$ cat config.mk
export PLATFORM = sky130hd
export DESIGN_NAME = nco_freq_load
export DESIGN_NICKNAME = d
export VERILOG_FILES = /design/src/rtl/nco_ld_pkg.sv /design/src/rtl/nco_ld_trig.sv /design/src/rtl/nco_ld_seq.sv /design/src/rtl/nco_phase_acc.sv /design/src/rtl/nco_freq_load.sv
export SDC_FILE = /design/constraint.sdc
export NUM_CORES = 1
export LEC_CHECK = 0
export BUFFER_PORTS_ARGS = -buffer_cell sky130_fd_sc_hd__buf_4
export CORE_MARGIN = 5
export CORE_UTILIZATION = 31
export DETAILED_ROUTE_END_ITERATION = 10
export GPL_ROUTABILITY_DRIVEN = 0
export PLACE_DENSITY_LB_ADDON = 0.15
export SYNTH_ARGS = -nofsm -noshare
export SYNTH_HDL_FRONTEND = slang
export SYNTH_SLANG_ARGS = --single-unit
$ cat constraint.sdc
create_clock -name clk -period 9.9 [get_ports clk]
set_clock_uncertainty 0.1 [all_clocks]
set_input_delay 1.98 -clock clk [delete_from_list [all_inputs] [get_ports clk]]
set_output_delay 1.98 -clock clk [all_outputs]
set_load 0.05 [all_outputs]
$ cat src/rtl/nco_ld_pkg.sv
// Package: types shared by the NCO frequency-load blocks.
// Assumes: nothing; holds only type definitions.
package nco_ld_pkg;

    // Sequencer state: no load pending, or counting down to the write edge
    typedef enum logic {
        SEQ_IDLE = 1'b0,
        SEQ_WAIT = 1'b1
    } seq_state_e;

endpackage

$ cat src/rtl/nco_ld_trig.sv
// Module: nco_ld_trig
// Merges the two load sources with an OR, brings the result into the clk
// domain through a SYNC_STAGES-deep flop chain, and gives a one-cycle pulse
// on each rising edge of the synchronized trigger.
// Assumes: each source pulse lasts at least one clk period, and
// SYNC_STAGES >= 2.
module nco_ld_trig #(
    parameter int SYNC_STAGES = 2
) (
    input  logic clk,
    input  logic rst_n,
    input  logic ext_ld_a,
    input  logic sw_ld,
    output logic rise_o
);

    logic                   trig_or;
    logic [SYNC_STAGES-1:0] sync_q;
    logic                   hist_q;

    // Merge the two sources: either one can trigger while the other is low
    always_comb trig_or = ext_ld_a | sw_ld;

    // Synchronizer chain; each stage is built by generate
    genvar gi;
    generate
        for (gi = 0; gi < SYNC_STAGES; gi++) begin : g_sync
            if (gi == 0) begin : g_first
                // First stage samples the asynchronous OR
                always_ff @(posedge clk) begin
                    if (!rst_n) sync_q[gi] <= 1'b0;
                    else        sync_q[gi] <= trig_or;
                end
            end else begin : g_rest
                // Later stages re-sample the stage before them
                always_ff @(posedge clk) begin
                    if (!rst_n) sync_q[gi] <= 1'b0;
                    else        sync_q[gi] <= sync_q[gi-1];
                end
            end
        end
    endgenerate

    // Keep the previous synchronized level for edge detection
    always_ff @(posedge clk) begin
        if (!rst_n) hist_q <= 1'b0;
        else        hist_q <= sync_q[SYNC_STAGES-1];
    end

    // Pulse when the synchronized trigger goes from low to high
    always_comb rise_o = sync_q[SYNC_STAGES-1] & ~hist_q;

    // an edge pulse never lasts two cycles

    rise_single_chk: assert property (@(posedge clk) disable iff (!rst_n)
        rise_o |=> !rise_o);

endmodule

$ cat src/rtl/nco_ld_seq.sv
// Module: nco_ld_seq
// Counts down from trigger detection to the write edge, drives the busy
// flag, the write strobe and the done pulse, and flags any trigger that
// arrives during a load.
// Assumes: rise_i is a single-cycle pulse, and TAIL >= 1.
module nco_ld_seq
    import nco_ld_pkg::*;
#(
    parameter int TAIL = 3
) (
    input  logic clk,
    input  logic rst_n,
    input  logic rise_i,
    output logic busy_o,
    output logic wr_stb_o,
    output logic done_o,
    output logic err_o
);

    localparam int CW = $clog2(TAIL + 1);
    localparam logic [CW-1:0] TAIL_C = CW'(TAIL);
    localparam logic [CW-1:0] ONE_C  = CW'(1);

    seq_state_e    state_q;
    logic [CW-1:0] cnt_q;
    logic          done_q;
    logic          err_q;

    // Write strobe: the pending load reaches its final edge now
    always_comb wr_stb_o = (state_q == SEQ_WAIT) && (cnt_q == ONE_C);

    // State and countdown: accept a trigger only when idle
    always_ff @(posedge clk) begin
        if (!rst_n) begin
            state_q <= SEQ_IDLE;
            cnt_q   <= '0;
        end else if (state_q == SEQ_IDLE) begin
            if (rise_i) begin
                state_q <= SEQ_WAIT;
                cnt_q   <= TAIL_C;
            end
        end else if (cnt_q == ONE_C) begin
            state_q <= SEQ_IDLE;
            cnt_q   <= '0;
        end else begin
            cnt_q <= cnt_q - ONE_C;
        end
    end

    // Done pulse: one cycle after the write strobe
    always_ff @(posedge clk) begin
        if (!rst_n) done_q <= 1'b0;
        else        done_q <= wr_stb_o;
    end

    // Sticky error: a trigger seen while a load is pending
    always_ff @(posedge clk) begin
        if (!rst_n)                          err_q <= 1'b0;
        else if (rise_i && state_q == SEQ_WAIT) err_q <= 1'b1;
    end

    always_comb begin
        busy_o = (state_q == SEQ_WAIT);
        done_o = done_q;
        err_o  = err_q;
    end


    cnt_range_chk: assert property (@(posedge clk) disable iff (!rst_n)
        (state_q == SEQ_WAIT) |-> (cnt_q != '0 && cnt_q <= TAIL_C));


    busy_end_chk: assert property (@(posedge clk) disable iff (!rst_n)
        ($past(rst_n) && $fell(busy_o)) |-> done_o);


    done_pulse_chk: assert property (@(posedge clk) disable iff (!rst_n)
        done_o |=> !done_o);


    retrig_flag_chk: assert property (@(posedge clk) disable iff (!rst_n)
        (rise_i && busy_o) |=> err_o);


    err_sticky_chk: assert property (@(posedge clk) disable iff (!rst_n)
        err_o |=> err_o);

endmodule

$ cat src/rtl/nco_phase_acc.sv
// Module: nco_phase_acc
// Holds the active frequency word and a phase accumulator that adds it on
// every clock. On the write strobe the new word is stored and already used
// for that edge's addition.
// Assumes: freq_in is valid during the cycle in which wr_stb is high.
module nco_phase_acc #(
    parameter int FW = 32
) (
    input  logic          clk,
    input  logic          rst_n,
    input  logic          wr_stb,
    input  logic [FW-1:0] freq_in,
    output logic [FW-1:0] freq_q,
    output logic [FW-1:0] phase_q
);

    logic [FW-1:0] step;

    // Step size: the incoming word on the write edge, else the stored word
    always_comb step = wr_stb ? freq_in : freq_q;

    // Frequency register: written only on the strobe
    always_ff @(posedge clk) begin
        if (!rst_n)      freq_q <= '0;
        else if (wr_stb) freq_q <= freq_in;
    end

    // Phase accumulator: wraps modulo 2^FW
    always_ff @(posedge clk) begin
        if (!rst_n) phase_q <= '0;
        else        phase_q <= phase_q + step;
    end

endmodule

$ cat src/rtl/nco_freq_load.sv
// Module: nco_freq_load (top)
// Frequency-load trigger for an NCO. Two load sources are merged and
// synchronized, a countdown places the write LOAD_LAT edges after the
// trigger edge, and a phase accumulator shows the word taking effect.
// Assumes: both sources are low during reset, and the caller does not
// re-trigger while load_busy is high (violations are flagged).
module nco_freq_load #(
    parameter int FW          = 32,
    parameter int SYNC_STAGES = 2,
    parameter int LOAD_LAT    = 6
) (
    input  logic          clk,
    input  logic          rst_n,
    input  logic          ext_load_a,
    input  logic          sw_load_bit,
    input  logic [FW-1:0] freq_word_in,
    output logic          load_busy,
    output logic          load_done,
    output logic          retrig_err,
    output logic [FW-1:0] freq_word_q,
    output logic [FW-1:0] phase_q
);

    // Edges left after detection: sync stages, then edge detect, then countdown
    localparam int TAIL = LOAD_LAT - SYNC_STAGES - 1;

    logic rise;
    logic wr_stb;

    nco_ld_trig #(.SYNC_STAGES(SYNC_STAGES)) u_trig (
        .clk      (clk),
        .rst_n    (rst_n),
        .ext_ld_a (ext_load_a),
        .sw_ld    (sw_load_bit),
        .rise_o   (rise)
    );

    nco_ld_seq #(.TAIL(TAIL)) u_seq (
        .clk      (clk),
        .rst_n    (rst_n),
        .rise_i   (rise),
        .busy_o   (load_busy),
        .wr_stb_o (wr_stb),
        .done_o   (load_done),
        .err_o    (retrig_err)
    );

    nco_phase_acc #(.FW(FW)) u_acc (
        .clk     (clk),
        .rst_n   (rst_n),
        .wr_stb  (wr_stb),
        .freq_in (freq_word_in),
        .freq_q  (freq_word_q),
        .phase_q (phase_q)
    );


    word_change_chk: assert property (@(posedge clk) disable iff (!rst_n)
        ($past(rst_n) && (freq_word_q != $past(freq_word_q))) |-> load_done);

endmodule

==> run_results.csv <==
group,metric,value,unit
outcome,outcome,"completed",
pwr,swShare,30.5,%
setup_path,r2r-start,"u_seq.cnt_q[0]",
setup_path,r2r_setup_slack,6.39,ns
cells_and_area,nFillCells,1453,
detailed_routing,wl_met3,679,microns
setup_path,path_cells,"buf_4, mux2_2, ha_1, inv_1, fa_1, nand2b_1, a21oi_1, o2111ai_1, a211oi_1, o21a_1, nor3_1",
grt,antenna_found_initial,0,
floorplan,fp.dieW,128,microns
detailed_routing,viasPerCell,4.99,
pwr,leakage,2.41,nW
grt,grt_pass1_wl,19300,microns
detailed_routing,wirelength,12000,microns
cells_and_area,final_cells,778,
synth,syn_nets,572,
floorplan,die_y,128,microns
detailed_routing,drt-wirelength-per-cell,15.4,microns
pwr,p_seq_share,41.3,%
sta,rsz0062_at_grt,"false",
clock_network,postCtsResizedCells,0,
detailed_routing,met1_length,5430,microns
clock_network,clockRootBuffer,"clkbuf_16",
synth,async_flop_share,0,%
placement,hpwl,9240,microns
floorplan,start_util,31.3,%
pwr,p_per_area,138,mW/mm^2
pwr,worst_ir_drop_vdd,82.4,uV
sta,final-setup-viol-count,0,
clock_network,cts.sinks,72,
cells_and_area,multi_input_area,0.00271,sq mm
synth,netlist_instances,500,
floorplan,die_area,0.0163,sq mm
sta,worst_slew_pin_slew,0.624,ns
setup_path,cp_max_fo,4,
setup_path,end_kind,"flop",
synth,yosys_warnings,0,
detailed_routing,ant_nets,0,
clock_network,postCtsHoldBufs,0,
sta,max-slew-margin-rel,57.9,%
placement,post_dp_cell_area,0.00520,sq mm
synth,synth-edff-count,0,
grt,grt_use_total,14.9,%
synth,seq_area_frac_synth,33.5,%
clock_network,cts_tree,"built",
floorplan,core_area,0.0138,sq mm
cells_and_area,nets,665,
synth,synth_seq_cells,72,
cells_and_area,seq_area,0.00144,sq mm
synth,postSynthAreaPerCell,8.61,sq um
synth,netlist.area_leader.share,33.5,%
setup_path,max_stage_delay,0.51,ns
flow_run,maxCapViolations,0,
synth,synth_flop_cell,"dfxtp_1",
synth,ys_types,52,
setup_path,endpoint,"u_acc.phase_q[26]",
clock_network,h-tree-depth,3,
clock_network,postCtsSetupRepairBufs,0,
detailed_routing,top_layer,"met4",
detailed_routing,drtIter0Drc,151,
grt,grt_pass1_vias,3832,
pwr,power_frac_comb,18.7,%
grt,gr-total-overflow,0,
setup_path,worst_ep_arrival_time,4.30,ns
placement,placed_cells,762,
setup_path,setup.worst_path.start,"freq_word_in[0]",
setup_path,worstRegToRegCells,12,
clock_network,clk_latency,0.34,ns
cells_and_area,antenna_cells,0,
setup_path,timing.rr.end,"u_acc.phase_q[26]",
clock_network,cts.clk_slew.worst_paths,0.06,ns
synth,yosys-top-cells-area,"dfxtp_1, ha_1, mux2_2, a21oi_1, and2_1",
detailed_routing,wl_met2,5660,microns
setup_path,crit_slowest_cell,"a211oi_1",
sta,tns,0,ns
pwr,p_int,0.525,mW
pwr,clkPwrFrac,40.0,%
detailed_routing,route.detailed.drc,0,
floorplan,io-pin-count,103,
sta,period_share,42.3,%
cells_and_area,layout-drive-gt1-share,25.6,%
clock_network,cts_buffer_depth,2,
sta,fmax,239,MHz
placement,dp_slack,5.31,ns
sta,hold_violations,0,
setup_path,start_kind,"input port",
cells_and_area,post-route-util,39.8,%
floorplan,rows,43,
placement,io_buffers,102,
sta,period_needed,4.19,ns
clock_network,numCtsBuffers,9,
synth,synth_area,0.00431,sq mm
grt,grt_max_degree,49,
sta,finalWorstSetupSlack,5.71,ns
setup_path,critPathKind,"in -> reg",
sta,slew_viol_final,0,
setup_path,critPathRequiredTime,10.02,ns
cells_and_area,fin_area,0.00548,sq mm
detailed_routing,vias,3885,
synth,yosys.area.top_type,"dfxtp_1",
pwr,switchingPower,0.230,mW
detailed_routing,drt_pre_antenna_iters,4,
cells_and_area,syn2layout_area_growth,27.2,%
min_path,hp-class,"reg -> reg",
state kept, by name, summed over array words and instances (netlist names):
name	flops
u_seq.err_o	1
u_trig.sync_q	2
u_seq.busy_o	1
u_acc.freq_q	32
u_seq.cnt_q	2
u_trig.hist_q	1
u_acc.phase_q	32
u_seq.done_o	1
synthesized netlist by cell type (2+ instances only):
| cell | count |
|---|---|
| nor4_1 | 5 |
| a21boi_1 | 2 |
| a21oi_1 | 44 |
| clkbuf_1 | 14 |
| o2111ai_1 | 2 |
| nor2_1 | 42 |
| nand3_1 | 6 |
| buf_2 | 5 |
| o21a_1 | 10 |
| a211oi_1 | 7 |
| and2_1 | 35 |
| nand2b_1 | 10 |
| a21boi_0 | 3 |
| nand2_1 | 31 |
| mux2_2 | 30 |
| a21o_1 | 5 |
| dfxtp_1 | 72 |
| buf_6 | 2 |
| or3_1 | 2 |
| o21ai_0 | 23 |
| o211ai_1 | 14 |
| ha_1 | 35 |
| and3_1 | 4 |
| a31oi_1 | 6 |
| nand4_1 | 10 |
| mux2i_1 | 7 |
| xnor2_1 | 6 |
| nor2b_1 | 4 |
| nor3_1 | 19 |
| inv_1 | 15 |
| xor2_1 | 9 |
area by class of cell:
| class | instances | area share (%) |
|---|---|---|
| flip-flops and latches | 72 | 26.3 |
| well taps | 180 | 4.11 |
| clock inverters | 6 | 0.822 |
| clock buffers | 10 | 4.18 |
| multi-input cells | 391 | 49.4 |
| repair buffers | 103 | 14.1 |
| inverters | 16 | 1.10 |
cell usage in the layout, fill, tap and decap left out, types with 14 or more instances in the layout:
| cell | n |
|---|---|
| inv_1 | 15 |
| buf_4 | 103 |
| nor2_1 | 42 |
| mux2_2 | 30 |
| a21oi_1 | 44 |
| nand2_1 | 31 |
| o211ai_1 | 14 |
| nor3_1 | 19 |
| ha_1 | 35 |
| o21ai_0 | 23 |
| and2_1 | 35 |
| dfxtp_1 | 72 |
cell families after synthesis:
group	after synthesis	synth area share (%)
simple gates	174	20.7
compound gates	129	18.9
flops	72	33.5
buf+inv	37	3.72
mux	37	9.47
fa+ha+maj	36	10.6
xor+xnor	15	3.05
power by group through the flow:
stage	clock (mW)	combinational, mW	sequential, mW
2_1_floorplan	0	0.0601	0.356
3_3_place_gp	0	0.141	0.318
3_5_place_dp	0	0.142	0.318
4_1_cts	0.317	0.143	0.312
5_1_grt	0.326	0.153	0.313
6_report	0.303	0.141	0.312
metrics by stage:
stage	hold slack [ns]	total power, mW
global placement	0.318	0.459
finish	0.333	0.755
detailed placement	0.320	0.461
global route	0.375	0.793
floorplan	0.312	0.416
CTS	0.334	0.772
critical path: cells and delay by family:
kind | cells | cell delay [ns]
buffers and inverters | 2 | 0.13
muxes | 1 | 0.14
adders and majority gates | 2 | 0.58
AOI/OAI and AO/OA | 4 | 1.23
and+or+nand+nor | 2 | 0.22
routing by layer:
layer  vias up  track usage, %
li1       1986               -
met5         -               0
met1      1791            18.7
met3        17            4.33
met4         0            4.87
met2        91            24.6
how the worst min path moves through the flow:
| stage | end | cells after the start | slack (ns) | from |
|---|---|---|---|---|
| 2_1_floorplan | u_trig.sync_q[1] | 1 | 0.31 | u_trig.sync_q[0] |
| 3_3_place_gp | u_trig.sync_q[1] | 1 | 0.32 | u_trig.sync_q[0] |
| 3_5_place_dp | u_trig.sync_q[1] | 1 | 0.32 | u_trig.sync_q[0] |
| 4_1_cts | u_trig.sync_q[1] | 1 | 0.33 | u_trig.sync_q[0] |
| 5_1_grt | u_trig.sync_q[1] | 1 | 0.38 | u_trig.sync_q[0] |
| 6_report | u_trig.sync_q[1] | 1 | 0.33 | u_trig.sync_q[0] |
(Power assumes the default switching activity.)
